<file path="config.mk">
export PLATFORM = sky130hd
export DESIGN_NAME = pbq_quantizer
export DESIGN_NICKNAME = d
export VERILOG_FILES = /design/src/rtl/pbq_pkg.sv /design/src/rtl/pbq_ctrl.sv /design/src/rtl/pbq_lane_mux.sv /design/src/rtl/pbq_bit_decide.sv /design/src/rtl/pbq_quantizer.sv
export SDC_FILE = /design/constraint.sdc
export NUM_CORES = 1
export LEC_CHECK = 0
export BUFFER_PORTS_ARGS = -buffer_cell sky130_fd_sc_hd__buf_4
export CAP_MARGIN = 20
export CORE_MARGIN = 3
export CORE_UTILIZATION = 59
export CTS_CLUSTER_DIAMETER = 150
export DETAILED_ROUTE_END_ITERATION = 6
export GPL_TIMING_DRIVEN = 0
export PLACE_DENSITY = 0.81
export SETUP_SLACK_MARGIN = 0.3
export SLEW_MARGIN = 20
export SYNTH_ARGS = -nofsm -noshare
export SYNTH_HDL_FRONTEND = slang
export SYNTH_SLANG_ARGS = --single-unit
</file>
<file path="constraint.sdc">
create_clock -name clk -period 6.1 [get_ports clk]
set_clock_uncertainty 0.15 [all_clocks]
set_input_delay 0.305 -clock clk [delete_from_list [all_inputs] [get_ports clk]]
set_output_delay 0.305 -clock clk [all_outputs]
set_load 0.02 [all_outputs]
</file>
<file path="src/rtl/pbq_pkg.sv">
// Shared types for the pseudo-binary weight quantizer.
package pbq_pkg;

    // Control state: waiting for a job, or walking the bits.
    typedef enum logic [0:0] {
        PBQ_IDLE = 1'b0,
        PBQ_RUN  = 1'b1
    } pbq_state_e;

endpackage

</file>
<file path="src/rtl/pbq_ctrl.sv">
// Sequencer: accepts a job when idle, then steps a bit index from NBITS-1
// down to 0, one clock per bit, and raises a one-cycle done strobe.
// Assumes NBITS >= 1.
module pbq_ctrl
    import pbq_pkg::*;
#(
    parameter int NBITS = 4,
    localparam int IW = (NBITS > 1) ? $clog2(NBITS) : 1
) (
    input  logic          clk,
    input  logic          rst_n,
    input  logic          in_valid,
    output logic          in_ready,
    output logic          load,
    output logic          step,
    output logic          last,
    output logic [IW-1:0] bit_idx,
    output logic          done
);

    pbq_state_e state;

    // Handshake and phase decode.
    always_comb begin
        in_ready = (state == PBQ_IDLE);
        load     = in_valid && in_ready;
        step     = (state == PBQ_RUN);
        last     = step && (bit_idx == '0);
    end

    // State, bit index and completion strobe.
    always_ff @(posedge clk) begin
        if (!rst_n) begin
            state   <= PBQ_IDLE;
            bit_idx <= '0;
            done    <= 1'b0;
        end else begin
            done <= last;
            if (load) begin
                state   <= PBQ_RUN;
                bit_idx <= IW'(NBITS - 1);
            end else if (last) begin
                state <= PBQ_IDLE;
            end else if (step) begin
                bit_idx <= bit_idx - IW'(1);
            end
        end
    end

endmodule

</file>
<file path="src/rtl/pbq_lane_mux.sv">
// Picks the resistance lane for the current bit and forms its contribution
// r_i * 2^i. Lane i sits at r_flat[i*RW +: RW].
module pbq_lane_mux #(
    parameter int NBITS = 4,
    parameter int RW    = 10,
    localparam int IW = (NBITS > 1) ? $clog2(NBITS) : 1,
    localparam int CW = RW + NBITS - 1
) (
    input  logic [NBITS*RW-1:0] r_flat,
    input  logic [IW-1:0]       bit_idx,
    output logic [RW-1:0]       r_lane,
    output logic [CW-1:0]       contrib
);

    logic [RW-1:0] lanes [NBITS];
    logic [CW-1:0] cand  [NBITS];

    // One pre-shifted candidate per lane.
    for (genvar g = 0; g < NBITS; g++) begin : g_lane
        assign lanes[g] = r_flat[g*RW +: RW];
        assign cand[g]  = {{(NBITS-1){1'b0}}, lanes[g]} << g;
    end

    // Select the lane of the bit being decided.
    always_comb begin
        r_lane  = lanes[bit_idx];
        contrib = cand[bit_idx];
    end

endmodule

</file>
<file path="src/rtl/pbq_bit_decide.sv">
// Keep/drop decision for one cell. The cell is dropped (set high-resistance)
// when its resistance is at or below the rejection threshold, when its
// contribution overshoots the residual by more than the margin, or when its
// contribution exceeds twice the residual. The residual is signed.
module pbq_bit_decide #(
    parameter int          RW         = 10,
    parameter int          CW         = 13,
    parameter int          SW         = 15,
    parameter int unsigned REJECT_THR = 128,
    parameter int unsigned MARGIN     = 128,
    localparam int XW = SW + 2
) (
    input  logic [RW-1:0] r_lane,
    input  logic [CW-1:0] contrib,
    input  logic [SW-1:0] residual,
    output logic          keep
);

    localparam logic [RW-1:0] THR_V    = RW'(REJECT_THR);
    localparam logic [XW-1:0] MARGIN_V = XW'(MARGIN);

    logic [XW-1:0] c_x, res_x, diff_x, res2_x;
    logic          rej_low, rej_over, rej_twice;

    // Extend operands and evaluate the three drop rules.
    always_comb begin
        c_x       = XW'(contrib);
        res_x     = {{2{residual[SW-1]}}, residual};
        diff_x    = c_x - res_x;
        res2_x    = res_x << 1;
        rej_low   = (r_lane <= THR_V);
        rej_over  = ($signed(diff_x) > $signed(MARGIN_V));
        rej_twice = ($signed(c_x) > $signed(res2_x));
        keep      = !(rej_low || rej_over || rej_twice);
    end

endmodule

</file>
<file path="src/rtl/pbq_quantizer.sv">
// Pseudo-binary weight quantizer top. Latches a weight and NBITS normalized
// resistances, decides one cell per clock from MSB to LSB, and presents the
// keep pattern, the quantized value and the signed error together with a
// one-cycle out_valid strobe. Values are unsigned fixed point with FRAC
// fractional bits; the error is two's complement. Inputs are sampled only
// at acceptance.
module pbq_quantizer #(
    parameter int          NBITS      = 4,
    parameter int          FRAC       = 8,
    parameter int          RINT       = 2,
    parameter int unsigned REJECT_THR = 128,
    parameter int unsigned MARGIN     = 128,
    localparam int RW  = RINT + FRAC,
    localparam int WW  = NBITS + FRAC,
    localparam int CW  = RW + NBITS - 1,
    localparam int QW  = CW + 1,
    localparam int SW  = ((WW > CW) ? WW : CW) + 2,
    localparam int RFW = NBITS * RW
) (
    input  logic             clk,
    input  logic             rst_n,
    input  logic             in_valid,
    output logic             in_ready,
    input  logic [WW-1:0]    weight_in,
    input  logic [RFW-1:0]   res_in,
    output logic             out_valid,
    output logic [NBITS-1:0] cell_low,
    output logic [QW-1:0]    q_value,
    output logic [SW-1:0]    q_error
);

    localparam int IW = (NBITS > 1) ? $clog2(NBITS) : 1;

    logic             load, step, last;
    logic [IW-1:0]    bit_idx;
    logic [RFW-1:0]   r_hold;
    logic [SW-1:0]    residual, res_nxt;
    logic [QW-1:0]    acc, acc_nxt;
    logic [NBITS-1:0] cells, cells_nxt;
    logic [RW-1:0]    r_lane;
    logic [CW-1:0]    contrib;
    logic             keep;

    pbq_ctrl #(.NBITS(NBITS)) u_ctrl (
        .clk      (clk),
        .rst_n    (rst_n),
        .in_valid (in_valid),
        .in_ready (in_ready),
        .load     (load),
        .step     (step),
        .last     (last),
        .bit_idx  (bit_idx),
        .done     (out_valid)
    );

    pbq_lane_mux #(.NBITS(NBITS), .RW(RW)) u_mux (
        .r_flat  (r_hold),
        .bit_idx (bit_idx),
        .r_lane  (r_lane),
        .contrib (contrib)
    );

    pbq_bit_decide #(
        .RW(RW), .CW(CW), .SW(SW),
        .REJECT_THR(REJECT_THR), .MARGIN(MARGIN)
    ) u_dec (
        .r_lane   (r_lane),
        .contrib  (contrib),
        .residual (residual),
        .keep     (keep)
    );

    // Next working values after the current bit's decision.
    always_comb begin
        res_nxt   = residual;
        acc_nxt   = acc;
        cells_nxt = cells;
        if (keep) begin
            res_nxt            = residual - SW'(contrib);
            acc_nxt            = acc + QW'(contrib);
            cells_nxt[bit_idx] = 1'b1;
        end
    end

    // Working registers: load on acceptance, update on each bit step.
    always_ff @(posedge clk) begin
        if (!rst_n) begin
            r_hold   <= '0;
            residual <= '0;
            acc      <= '0;
            cells    <= '0;
        end else if (load) begin
            r_hold   <= res_in;
            residual <= SW'(weight_in);
            acc      <= '0;
            cells    <= '0;
        end else if (step) begin
            residual <= res_nxt;
            acc      <= acc_nxt;
            cells    <= cells_nxt;
        end
    end

    // Result registers: captured on the last bit, held otherwise.
    always_ff @(posedge clk) begin
        if (!rst_n) begin
            cell_low <= '0;
            q_value  <= '0;
            q_error  <= '0;
        end else if (last) begin
            cell_low <= cells_nxt;
            q_value  <= acc_nxt;
            q_error  <= res_nxt;
        end
    end

endmodule

</file>
## Yosys cells after proc, flatten, opt, wreduce, memory -nomap -nowiden

Cells that the tools add are included.

| storage, ports and cells | value |
|---|---|
| bits of input ports | 55 |
| bits in registers | 110 |

| operators by class | value |
|---|---|
| bitwise gates (word level) | 4 |
| reduce and logical (&&, ||, !) cells | 10 |
| order comparisons | 6 |
| muxes and demuxes | 18 |
| add/subtract/negate cells | 4 |
| equality and inequality tests | 1 |

Operators by type and width:

| cell | number |
|---|---|
| binary-select mux 13 bit (select 2 bit) | 1 |
| 2-to-1 mux 13 bit | 2 |
| 2-to-1 mux 12 bit | 2 |
| binary-select mux 10 bit (select 2 bit) | 1 |
| 2-to-1 mux 10 bit | 2 |
| greater-than comparator 17 x 9 -> 1 bit, second input constant | 1 |
| greater-than comparator 14 x 16 -> 1 bit | 1 |
| subtractor 14 x 15 -> 16 bit | 1 |
| 2-to-1 mux 15 bit | 1 |
| subtractor 15 x 13 -> 15 bit | 1 |
| adder 14 x 13 -> 14 bit | 1 |
| 2-to-1 mux 14 bit | 1 |
| <= comparator 10 x 8 -> 1 bit, second input constant | 1 |
| 2-to-1 mux 2 bit | 3 |
| 2-to-1 mux 4 bit | 1 |
| bitwise OR 4 bit | 1 |
| nonzero test 2 bit | 2 |
| greater-or-equal comparator 3 bit, second input constant | 1 |
| logical AND 1 bit | 3 |
| < comparator 2 x 3 -> 1 bit, second input constant | 1 |
| 2-to-1 mux 1 bit | 3 |
| NOT 2 -> 3 bit | 1 |
| demux 1 bit (select 2 bit) | 1 |
| greater-or-equal comparator 2 x 1 -> 1 bit, second input constant | 1 |
| 7 further kinds | 9 |

## Longest topological paths before layout

Gate-level depths: netlist (run 1).

| depth | value |
|---|---|
| word-level depth | 11 |
| depth in mapped cells | 20 |
| mapped depth without buffers | 15 |

## Modules after synthesis

A second synthesis (run 1) with hierarchy kept.

| second synthesis, totals | value |
|---|---|
| cells, all modules | 848 |
| area total of the unflattened synthesis | 7298.2 um^2 |

Modules (own cells, without submodules):

| module | cells each | times used | seq. area each (um^2) | area an instance (um^2) |
|---|---|---|---|---|
| pbq_quantizer | 644 | 1 | 2122.0 | 5510.3 |
| pbq_bit_decide | 148 | 1 | 0.0 | 1047.3 |
| pbq_lane_mux | 35 | 1 | 0.0 | 545.5 |
| pbq_ctrl | 21 | 1 | 80.1 | 195.2 |

## Worst setup path before layout (run 1)

OpenSTA, ideal clock, no wires.

| path | value |
|---|---|
| path type | register to register |
| from | register u_ctrl.bit_idx[0] |
| to | register residual[10] |
| path slack | 1.762 ns |
| buffers on the path | 4 |
| data arrival time | 4.067 ns |
| cell stages (with the launch flop) | 19 |
| data required time | 5.828 ns |
| clock period less this slack | 4.338 ns |
| library setup time | 0.122 ns |
| cells stage by stage | dfxtp_1 buf_1 clkbuf_1 mux2_2 nand2_1 o21a_1 inv_1 ha_1 and4_1 nand4b_1 nor3_1 nand4_1 a221oi_2 o2111a_1 and3_1 buf_4 buf_6 nor3_1 o311a_1 |

| between the ends | value |
|---|---|
| word-level cells in the longest chain between the ends | 11 |
| elaborated cells on any way between the ends | 17 |
| those cells by class | add/sub: 2; order compare: 3; mux: 9; bitwise: 1; reduce/logical: 2 |

RTL lines:

| element | RTL line | text |
|---|---|---|
| from (decl) | pbq_ctrl.sv:17 | `output logic [IW-1:0] bit_idx,` |
| from (signal assigned) | pbq_ctrl.sv:41 | `bit_idx <= IW'(NBITS - 1);` |
| from (signal assigned) | pbq_ctrl.sv:45 | `bit_idx <= bit_idx - IW'(1);` |
| NOT 2 -> 3 bit (not written as such) (*) | pbq_lane_mux.sv:26, pbq_lane_mux.sv:27 |  |
| binary-select mux 13 bit (select 2 bit) | pbq_lane_mux.sv:27 | `contrib = cand[bit_idx];` |
| 2-to-1 mux 13 bit (not written as such) (2 in series) | pbq_lane_mux.sv:27 |  |
| subtractor 14 x 15 -> 16 bit | pbq_bit_decide.sv:29 | `diff_x = c_x - res_x;` |
| greater-than comparator 17 x 9 -> 1 bit | pbq_bit_decide.sv:32 | `rej_over = ($signed(diff_x) > $signed(MARGIN_V));` |
| logical OR 1 bit (2 in series) | pbq_bit_decide.sv:34 | `keep = !(rej_low \|\| rej_over \|\| rej_twice);` |
| 2-to-1 mux 15 bit (*) | pbq_quantizer.sv:78 | `if (keep) begin` |
| 2-to-1 mux 12 bit (*) | pbq_quantizer.sv:97 | `end else if (step) begin` |
| 2-to-1 mux 12 bit (*) | pbq_quantizer.sv:92 | `end else if (load) begin` |
| to (signal assigned) | pbq_quantizer.sv:94 | `residual <= SW'(weight_in);` |
| to (signal assigned) | pbq_quantizer.sv:98 | `residual <= res_nxt;` |
| to (decl) | pbq_quantizer.sv:37 | `logic [SW-1:0] residual, res_nxt;` |

Every way passes the cells marked *; elsewhere a longest branch is shown, timed or not. The select of a mux whose other input is x is not followed.
A chain may end at the register's enable or synchronous reset.

## Worst setup path after layout (run 1)

| path | value |
|---|---|
| from | register u_ctrl.bit_idx[0] |
| to | register residual[5] |

Same word-level chain as after synthesis.

==> summary.md, run 1 <==
| Metric | Value |
|---|---|
| Pre-CTS setup slack | `roughly 0.65 ns` |
| CTS Root Cell | `clkbuf_16` |
| Mapped cell area | `between 7000 and 8000 um^2` |
| Vias per cell | `about 6.3` |
| Pwr Density | `approximately 300 nW/um^2` |
| Grt total ovfl | `0` |
| Routed Antenna Nets | `0` |
| TritonCTS Sinks | `110` |
| Static Leak | `roughly 3.7 nW` |
| R2R Path Start | `u_ctrl.bit_idx[0]` |
| Tcrit/Tclk final | `~90%` |
| Setup violators final | `0` |
| Layout cells sized above 1 | `between 10% and 20%` |
| Rows | `39` |
| Io pins | `90` |
| Core region area | `11700 um^2` |
| R2R depth | `17` |
| CTS Hold Buffers Added | `0` |
| RSZ-0062 raised after global routing | `no` |
| Post-CTS Resized | `0` |
| CTS tree | `done` |
| Max Buffers Root-to-Sink | `2` |
| GRT Total Usage | `33.4%` |
| Cells after Synth | `between 900 and 1000` |
| Die ar. | `approximately 14000 um^2` |
| EDFF count, synth | `0` |
| Setup Fix Bufs, Post-CTS | `0` |
| Seq. cell area | `~2200 um^2` |
| Critical path class | `reg2reg` |
| Placer Congestion | `about 0.96` |
| Synth Register Bits | `110` |
| Area delta synth->final | `16.4%` |
| Count of final hold-check violations | `0` |
| Setup TNS | `0 ns` |
| Detailed Place HPWL | `about 17000 um` |
| Main flop type after synthesis | `dfxtp_1` |
| Final wirelength | `approximately 23000 um` |
| Max IR drop VDD | `approximately 0.00022 V` |
| Peak Freq | `between 0.15 and 0.2 GHz` |
| N_diodes | `0` |
| Die height | `117 um` |
| Skew-Pair Late Insertion Delay | `between 0.3 and 0.4 ns` |
| TritonCTS buffer count | `9` |
| Final non-filler cell total | `about 1200` |
| DP Cell Count | `approximately 1100` |
| Share of flip-flops with an asynchronous set or reset | `0%` |
| Max Cap Violations | `0` |
| Reg-to-reg slack, setup | `between 0.6 and 0.7 ns` |
| Die W | `roughly 120 um` |
| Crit path launch | `u_ctrl.bit_idx[0]` |
| Ys Warns | `0` |
| Iter 0 DRT Violations | `~680` |
| CP Data Arrival Time | `5.63 ns` |
| Routed len/inst | `a little under 20 um` |
| # fillers | `992` |
| Vias post-DR | `slightly above 7000` |
| # H-tree levels | `3` |
| Final net count | `approximately 1100` |
| Startpoint types | `flip-flop` |
| Min Tclk post-route | `~5.5 ns` |
| Worst setup endpoint | `residual[5]` |
| Crit path capture type | `flip-flop` |
| Seq/Total Area, Yosys | `between 30% and 40%` |
| DRC | `0` |
| Slew margin rel. | `between 50% and 60%` |
| First-pass iteration count of the detailed router | `5` |
| Slew Limit Fails | `0` |
| Run status | `complete, no violations` |
| Synth cell types | `70` |
| Slew @ Worst Pin | `between 0.6 and 0.7 ns` |
| Mean Syn Cell Area | `between 8 and 9 um^2` |
| Vias in the first global route | `around 6800` |
| Starting Density | `61.9%` |
| # port buffers | `between 80 and 90` |
| First-pass GRT wire length | `~35000 um` |
| Largest net degree at the start of global routing | `20` |
| Crit path required time | `about 6.3 ns` |
| Multi-input gate area | `approximately 4600 um^2` |
| Synthesized Nets | `1019` |
| Initial antenna violation count | `0` |
| Clock transition at path regs | `about 0.08 ns` |
| Setup WS post-layout | `around 0.62 ns` |
| Path type of the worst min-delay path | `in2reg` |
| R2R Path End | `residual[5]` |
| Most frequent cells in the layout | `nand2_1, dfxtp_1, buf_4` |
| Most common cell after layout, fill and taps aside | `nand2_1` |
| Crit path max fanout | `10` |
-- cell usage after synthesis, types with 4 or more instances --
master	n	area [um^2]
nor2b_1	7	43.8
xor2_1	12	105
buf_2	11	55.1
o21ai_0	64	320
mux4_2	7	158
or2_2	5	31.3
a21o_1	10	75.1
o311a_1	8	80.1
o31a_1	10	87.6
nand2b_1	9	56.3
nand3_1	33	165
a211o_1	6	52.6
clkbuf_1	46	173
a21boi_0	40	300
nor3b_1	4	30.0
nand3b_1	4	30.0
o211ai_1	13	97.6
mux2i_1	17	170
dfxtp_1	110	2200
inv_1	39	146
a211oi_1	10	75.1
o21a_1	17	128
or4_1	4	30.0
a31oi_1	22	138
xnor2_1	13	114
nor2_1	32	120
o21ai_1	4	20.0
ha_1	57	713
o41ai_1	6	52.6
nand2_1	153	574
a21oi_1	43	215
and3_1	7	43.8
nor3_1	23	115
-- cell families (layout without fill, tap and decap cells) --
logic type	after synthesis	in the layout	share of synthesized area, %
buffers and inverters	108	213	6.23
AND/OR/NAND/NOR	293	293	18.4
flip-flops	110	110	30.4
XOR/XNOR	25	25	3.02
AO/OA/AOI/OAI	283	283	26.6
adder cells (fa/ha/maj)	59	59	10.4
multiplexers	27	27	4.99
-- through the flow --
step           total power, W  hold slack, ns  utilization [%]  instance area [um^2]
2_1_floorplan         0.00148           0.276                -                  7250
3_3_place_gp          0.00177           0.284             69.1                  8100
3_5_place_dp          0.00178           0.291             69.1                  8100
4_1_cts               0.00245          0.0458             72.0                  8440
5_1_grt               0.00258          0.0477             72.1                  8440
6_report              0.00248          0.0428             72.1                  8440
-- area by class of cell --
cell class | count | area share (%)
Multi-Input combinational cell | 687 | 54.5
Clock buffer | 10 | 2.83
Timing Repair Buffer | 89 | 7.92
Clock inverter | 6 | 1.19
Tap cell | 143 | 2.12
Sequential cell | 110 | 26.1
Inverter | 41 | 1.82
Buffer | 67 | 3.54
-- flip-flops by register name, summed over array words and instances (netlist names) --
name and count:
acc 14, residual 15, u_ctrl.bit_idx 2, u_ctrl.done 1, q_value 14, u_ctrl.step 1, r_hold 40, q_error 15
cells 4, cell_low 4
-- critical path, cell delays in order (launching register included) --
cell and delay (ns):
dfxtp_1 0.43, clkbuf_2 0.32, clkbuf_1 0.51, mux2_2 0.40
nand2_1 0.06, o21a_1 0.24, inv_1 0.17, ha_1 0.33
and4_1 0.22, nand4b_1 0.20, nor3_1 0.23, nand4_1 0.15
a221oi_2 0.63, o2111a_1 0.30, nand3_1 0.21, buf_2 0.29
a21oi_1 0.34, o311a_1 0.24
-- power breakdown --
group	internal (W)	switching (W)	total, W	leakage, nW
registers	0.000771	0.0000416	0.000812	0.900
clock network	0.000380	0.000304	0.000684	0.167
logic	0.000365	0.000616	0.000981	2.61
total	0.00152	0.000961	0.00248	3.67
-- routing by layer --
layer / share of wire, % / wire length, um / vias up / global-route usage (%)
met5: 0 / 0 / - / 0
met4: 3.9 / 890 / 0 / 14.0
met3: 8.3 / 1890 / 68 / 7.66
met2: 47 / 10700 / 356 / 55.7
met1: 41 / 9240 / 3396 / 41.8
li1: - / - / 3441 / -
-- worst min path at each step --
stage	from	endpoint	slack, ns	cells past startpoint
floorplan	cells[1]	cells[1]	0.28	2
global placement	cells[3]	cells[3]	0.28	2
detailed placement	cells[3]	cells[3]	0.29	2
CTS	res_in[36]	r_hold[36]	0.05	3
global route	res_in[39]	r_hold[39]	0.05	3
finish	res_in[10]	r_hold[10]	0.04	3
No activity file was read; power rests on OpenSTA's default activity.
==> run 2: changes to the inputs <==
Settings changed: CORE_ASPECT_RATIO set to 1.25.
==> run 2 against run 1 <==
Effect of this change: clock-buffer cell count is 1 lower; routed wire length is 0.33% lower; design area is 0.28% higher; combinational power hardly changed; global-route usage fell by 0.40 points; cell count increased by 1.6%; largest cell class unchanged.
==> summary.md, run 2 (synthesized netlist as in run 1, its figures left out) <==
| Metric | Value |
|---|---|
| Vias per cell | `6.21` |
| Die ar. | `between 10000 and 15000 um^2` |
| Post-CTS Resized | `0` |
| Routed len/inst | `19.4 um` |
| Grt total ovfl | `0` |
| Setup violators final | `0` |
| Hold path cells | `3` |
| DRC | `0` |
| Max IR drop VDD | `around 0.00015 V` |
| Die height | `approximately 130 um` |
| R2R depth | `17` |
| Min Tclk post-route | `5.53 ns` |
| Io pins | `90` |
| Area delta synth->final | `16.7%` |
| CP cell instances | `buf_1, clkbuf_2, mux2i_1, o22a_1, inv_1, ha_1, a21oi_1, a211o_1, a31oi_2, xor2_1, o41ai_1, and3_1, nand3_1, buf_2, buf_2, nand3_1, a31oi_1` |
| First-pass GRT wire length | `between 30000 and 40000 um` |
| Layout cells sized above 1 | `roughly 15%` |
| Final wirelength | `between 20000 and 25000 um` |
| Core region area | `between 10000 and 15000 um^2` |
| Worst Min Path Start | `res_in[22]` |
| Iter 0 DRT Violations | `between 600 and 700` |
| Clock transition at path regs | `0.08 ns` |
| Crit path max fanout | `10` |
| CP Data Arrival Time | `5.59 ns` |
| DP Cell Count | `1155` |
| GRT Total Usage | `33.0%` |
| Global Route met1 Usage | `about two fifths` |
| N_diodes | `0` |
| TritonCTS buffer count | `9` |
| CTS Root Cell | `clkbuf_16` |
| Max Buffers Root-to-Sink | `2` |
| Vias post-DR | `7267` |
| Pwr Density | `about 290 nW/um^2` |
| Vias in the first global route | `approximately 7000` |
| Startpoint types | `flip-flop` |
| M3 GR Usage | `under 10%` |
| R2R Path Start | `u_ctrl.bit_idx[0]` |
| Most common cell after layout, fill and taps aside | `nand2_1` |
| TritonCTS Sinks | `110` |
| Worst Hold End | `r_hold[22]` |
| Setup Fix Bufs, Post-CTS | `0` |
| Largest register FFs | `40` |
| Slew @ Worst Pin | `roughly 0.76 ns` |
| Run status | `complete, no violations` |
| RSZ-0062 raised after global routing | `no` |
| Detailed Place HPWL | `17300 um` |
| # H-tree levels | `3` |
| Static Leak | `3.67 nW` |
| Setup TNS | `0 ns` |
| Skew-Pair Late Insertion Delay | `0.36 ns` |
| GR met2 Demand/Resource | `a little under three fifths` |
| Starting Density | `approximately 61%` |
| Peak Freq | `0.181 GHz` |
| Crit path required time | `~6 ns` |
| Top Usage Layer GRT | `met2` |
| Final non-filler cell total | `1171` |
| Reg-to-reg slack, setup | `between 0.5 and 0.6 ns` |
| Die W | `about 110 um` |
| Count of final hold-check violations | `0` |
| Biggest regs | `r_hold: 40 flops, q_error: 15 flops, residual: 15 flops` |
| Crit path capture type | `flip-flop` |
| Initial antenna violation count | `0` |
| Routed Antenna Nets | `0` |
| First-pass iteration count of the detailed router | `5` |
| Placer Congestion | `~0.95` |
| Largest net degree at the start of global routing | `21` |
| Slowest CP cell | `o41ai_1` |
| Rows | `44` |
| Most frequent cells in the layout | `nand2_1, dfxtp_1, buf_4` |
| Largest stage delay, worst path | `between 0.7 and 0.8 ns` |
| Final net count | `between 1000 and 1500` |
| Tcrit/Tclk final | `between 90% and 100%` |
| R2R Path End | `q_value[3]` |
| Critical path class | `reg2reg` |
| CTS Hold Buffers Added | `0` |
| Top reg by flops | `r_hold` |
| Max Cap Violations | `0` |
| # port buffers | `between 80 and 90` |
| Slew Limit Fails | `0` |
| Core Util, Final | `71.5%` |
| Slew margin rel. | `between 40% and 50%` |
| CTS tree | `done` |
| Path type of the worst min-delay path | `in2reg` |
[run 2: changes by cell type in the layout (fill, tap and decap cells not counted), sizes merged]
cell	change
clkbuf	-2
buf	+1
inv	+1
[run 2: metrics by stage]
stage | hold WS, ns | worst slack [ns] | area, um^2 | power, W
3_3_place_gp | 0.284 | 0.337 | 8120 | 0.00177
6_report | 0.0495 | 0.566 | 8460 | 0.00246
2_1_floorplan | 0.276 | 1.76 | 7250 | 0.00148
3_5_place_dp | 0.291 | 0.361 | 8120 | 0.00178
5_1_grt | 0.0529 | 0.354 | 8460 | 0.00258
4_1_cts | 0.0462 | 0.322 | 8460 | 0.00244
[run 2: layer usage]
metal / vias to the layer above / wire length, um / part of all wire (%)
li1: 3441 / - / -
met1: 3389 / 8650 / 38
met2: 333 / 10700 / 47
met3: 104 / 1770 / 7.8
met4: 0 / 1570 / 6.9
met5: - / 0 / 0
[run 2: worst max-delay path, delay by kind of cell, from the launching register on]
family	cells	cell delay, ns
buffers and inverters	5	1.58
AO/OA/AOI/OAI	6	1.85
flip-flops	1	0.43
adder cells (fa/ha/maj)	1	0.40
multiplexers	1	0.23
AND/OR/NAND/NOR	3	0.61
XOR/XNOR	1	0.11
[run 2: how the worst max path moves through the flow]
stage,endpoint,cells after the start,startpoint
floorplan,residual[10],18,u_ctrl.bit_idx[0]
global placement,q_error[12],14,u_ctrl.bit_idx[0]
detailed placement,q_error[12],14,u_ctrl.bit_idx[0]
CTS,q_error[12],14,u_ctrl.bit_idx[0]
global route,q_value[3],15,u_ctrl.bit_idx[0]
finish,q_value[3],17,u_ctrl.bit_idx[0]
[run 2: final cells by class]
type / count / area [um^2]
Inverter: 41 / 154
Clock inverter: 7 / 114
Timing Repair Buffer: 89 / 668
Clock buffer: 9 / 225
Sequential cell: 110 / 2200
Multi-Input combinational cell: 687 / 4600
Buffer: 67 / 300
Fill cell: 1007 / 3370
Tap cell: 161 / 201
[run 2: report_power, final]
group | switching, W | leakage (nW) | internal (W)
Combinational | 0.000614 | 2.61 | 0.000366
Clock | 0.000300 | 0.166 | 0.000371
Sequential | 0.0000400 | 0.900 | 0.000771
==> run 3: changes to the inputs <==
Settings changed: CTS_CLUSTER_SIZE set to 14, SYNTH_HIERARCHICAL set to 1.
Clock period 6.1 ns to 5.41 ns, I/O delays scaled along.
==> run 3 against run 2 <==
Effect of this change: hold slack lost 0.046 ns; sequential share of layout area shrank 0.66 points; critical endpoint is now q_error[14]; clock-buffer cell count grew 1; highest routed layer unchanged; non-clock buffer count shrank 4.
==> summary.md, run 3 <==
| Metric | Value |
|---|---|
| Synth cell types | `82` |
| Io pins | `90` |
| TritonCTS Sinks | `110` |
| Startpoint types | `flip-flop` |
| Crit path capture type | `flip-flop` |
| Min Tclk post-route | `roughly 5 ns` |
| Multiplexer area fraction after synthesis | `14.2%` |
| DP Cell Count | `1098` |
| Reg-to-reg slack, setup | `0.49 ns` |
| CTS tree | `done` |
| Final wirelength | `about 22000 um` |
| Max Buffers Root-to-Sink | `2` |
| Initial antenna violation count | `0` |
| TritonCTS buffer count | `9` |
| Skew-Pair Late Insertion Delay | `around 0.36 ns` |
| Run status | `complete, no violations` |
| Area delta synth->final | `19.1%` |
| Setup violators final | `0` |
| CTS Root Cell | `clkbuf_16` |
| Top reg by flops | `r_hold` |
| Seq pwr share | `about a third` |
| Switching Share | `38.2%` |
| Synth Area in Adders | `just under 10%` |
| Xor and xnor area share after synthesis | `under 10%` |
| EDFF count, synth | `0` |
| Critical path class | `reg2reg` |
| Placer Congestion | `about 0.98` |
| Cells after Synth | `around 850` |
| Routed Antenna Nets | `0` |
| Grt total ovfl | `0` |
| Die W | `~110 um` |
| RSZ-0062 raised after global routing | `no` |
| Main flop type after synthesis | `dfxtp_1` |
| Ys Warns | `6` |
| Vias post-DR | `approximately 7000` |
| N_diodes | `0` |
| Die ar. | `about 14000 um^2` |
| Tcrit/Tclk final | `90.9%` |
| Slew Limit Fails | `0` |
| Max Cap Violations | `0` |
| Largest register FFs | `40` |
| Slew margin rel. | `roughly half` |
| Top cells by area, synth | `dfxtp_1, ha_1, mux2i_1, nor2_1, a21oi_1` |
| Vias per cell | `between 6 and 7` |
| Crit path required time | `between 5 and 6 ns` |
| Static Leak | `between 3 and 4 nW` |
| CP Data Arrival Time | `between 5 and 6 ns` |
| Internal | `between 0.0015 and 0.002 W` |
| Crit path max fanout | `10` |
| Routed len/inst | `19.4 um` |
| First-pass GRT wire length | `approximately 35000 um` |
| Largest net degree at the start of global routing | `20` |
| Path type of the worst min-delay path | `in2reg` |
| Mapped cell area | `approximately 7300 um^2` |
| Core Util, Final | `around three quarters` |
| Share of flip-flops with an asynchronous set or reset | `0%` |
| Max IR drop VDD | `0.000208 V` |
| Seq/Total Area, Yosys | `a little under a third` |
| Clock power share | `roughly a quarter` |
| Mean Syn Cell Area | `between 8 and 9 um^2` |
| Simple-gate share of the synthesized area | `15.2%` |
| Compound-Gate Fraction of Synth Area | `between 20% and 30%` |
| Largest family of logic cells by synthesized area | `compound AO/OA/AOI/OAI gates` |
| Most common cell after layout, fill and taps aside | `dfxtp_1` |
| # port buffers | `89` |
| DRC | `0` |
| Comb power frac | `41.2%` |
| Most numerous cell in the Yosys netlist | `dfxtp_1` |
| Top cell type's share of synthesized area | `between 30% and 40%` |
| Post-synth top cells | `dfxtp_1, nor2_1, a21oi_1, mux2i_1, o21ai_0` |
| # H-tree levels | `3` |
| Clock transition at path regs | `roughly 0.080 ns` |
| Core region area | `between 10000 and 15000 um^2` |
| Final net count | `~1100` |
| Detailed Place HPWL | `about 16000 um` |
| Switch Pwr | `about 0.0011 W` |
| Biggest regs | `r_hold: 40 flops, q_error: 15 flops, residual: 15 flops` |
| GRT Total Usage | `between 30% and 40%` |
| Rows | `44` |
| Layout cells sized above 1 | `a little under a fifth` |
| Yosys top cell by area | `dfxtp_1` |
| Slew @ Worst Pin | `0.774 ns` |
| Total Power | `0.00277 W` |
| Die height | `between 100 and 150 um` |
| Final non-filler cell total | `about 1100` |
| Starting Density | `between 60% and 70%` |
| Synth Register Bits | `110` |
| Pwr Density | `319 nW/um^2` |
| First-pass iteration count of the detailed router | `5` |
| Count of final hold-check violations | `0` |
| Most frequent cells in the layout | `dfxtp_1, nor2_1, buf_4` |
| Peak Freq | `0.203 GHz` |
| Synthesized Nets | `959` |
| Vias in the first global route | `roughly 6700` |
| Iter 0 DRT Violations | `489` |
[run 3: cell count changes in the layout (fill, tap and decap cells not counted), sizes merged, moves of 25 or more]
cell and delta:
mux2i +42, a21oi +29, a21boi -39, clkbuf -25
nor2 +71, nand2 -106
[run 3: area by class of cell]
class,count,area [um^2]
flip-flops and latches,110,2200
well taps,161,201
repair buffers,106,828
clock buffers,10,229
plain buffers,46,282
fillers,935,3140
multi-input cells,642,4680
clock inverters,6,80.1
inverters,50,188
[run 3: timing repair]
action	in CTS	in global routing
hold buffers	13	0
endpoints found under the setup margin	66	55
endpoints found under the hold margin	13	0
resized for setup	17	5
pin swaps	0	1
buffers inserted	0	4
[run 3: path summary, 6_finish.rpt]
path | from | to | depth (start not counted)
max | u_ctrl/bit_idx[0] | q_error[14] | 17
min | res_in[17] | r_hold[17] | 3
max reg2reg | u_ctrl/bit_idx[0] | q_error[14] | 17
min reg2reg | q_error[10] | q_error[10] | 2
[run 3: power groups by stage]
stage | logic (W) | clock network, W | registers, W
floorplan | 0.000766 | 0 | 0.000950
detailed placement | 0.00108 | 0 | 0.000943
finish | 0.00114 | 0.000703 | 0.000927
global placement | 0.00106 | 0 | 0.000941
CTS | 0.00111 | 0.000707 | 0.000924
global route | 0.00124 | 0.000736 | 0.000934
[run 3: critical path, stage by stage, from the launching register on]
cell       delay [ns]
dfxtp_2          0.41
buf_6            0.18
buf_12           0.15
mux4_2           0.63
ha_1             0.39
o21a_1           0.20
o31a_1           0.15
o21ai_2          0.21
a21oi_1          0.10
or3_1            0.36
a2111oi_2        0.43
nand4b_1         0.21
a31oi_4          0.24
buf_4            0.17
nand2b_1         0.08
a211oi_2         0.35
nand3b_1         0.14
a311oi_2         0.28
[run 3: cell families (layout without fill, tap and decap cells)]
kind of cell | after synthesis | in the layout
flip-flops | 110 | 110
AO/OA/AOI/OAI | 252 | 252
adder cells (fa/ha/maj) | 56 | 56
multiplexers | 80 | 80
XOR/XNOR | 17 | 17
buffers and inverters | 96 | 218
AND/OR/NAND/NOR | 237 | 237
[run 3: layer usage]
metal,vias up,share of wire [%],GRT usage [%]
met5,-,0,0
met4,0,4.1,13.5
met3,70,6.0,4.16
met2,294,49,57.2
met1,3299,41,38.5
li1,3342,-,-
[run 3: through the flow]
stage | worst slack [ns] | hold slack (ns) | cell area, um^2 | setup TNS [ns]
finish | 0.493 | 0.00397 | 8690 | 0
global route | 0.281 | 0.00523 | 8690 | 0
CTS | 0.338 | 0.0000229 | 8650 | 0
detailed placement | -0.468 | 0.318 | 8170 | -9.62
global placement | -0.488 | 0.309 | 8170 | -9.77
floorplan | 0.855 | 0.234 | 7300 | 0
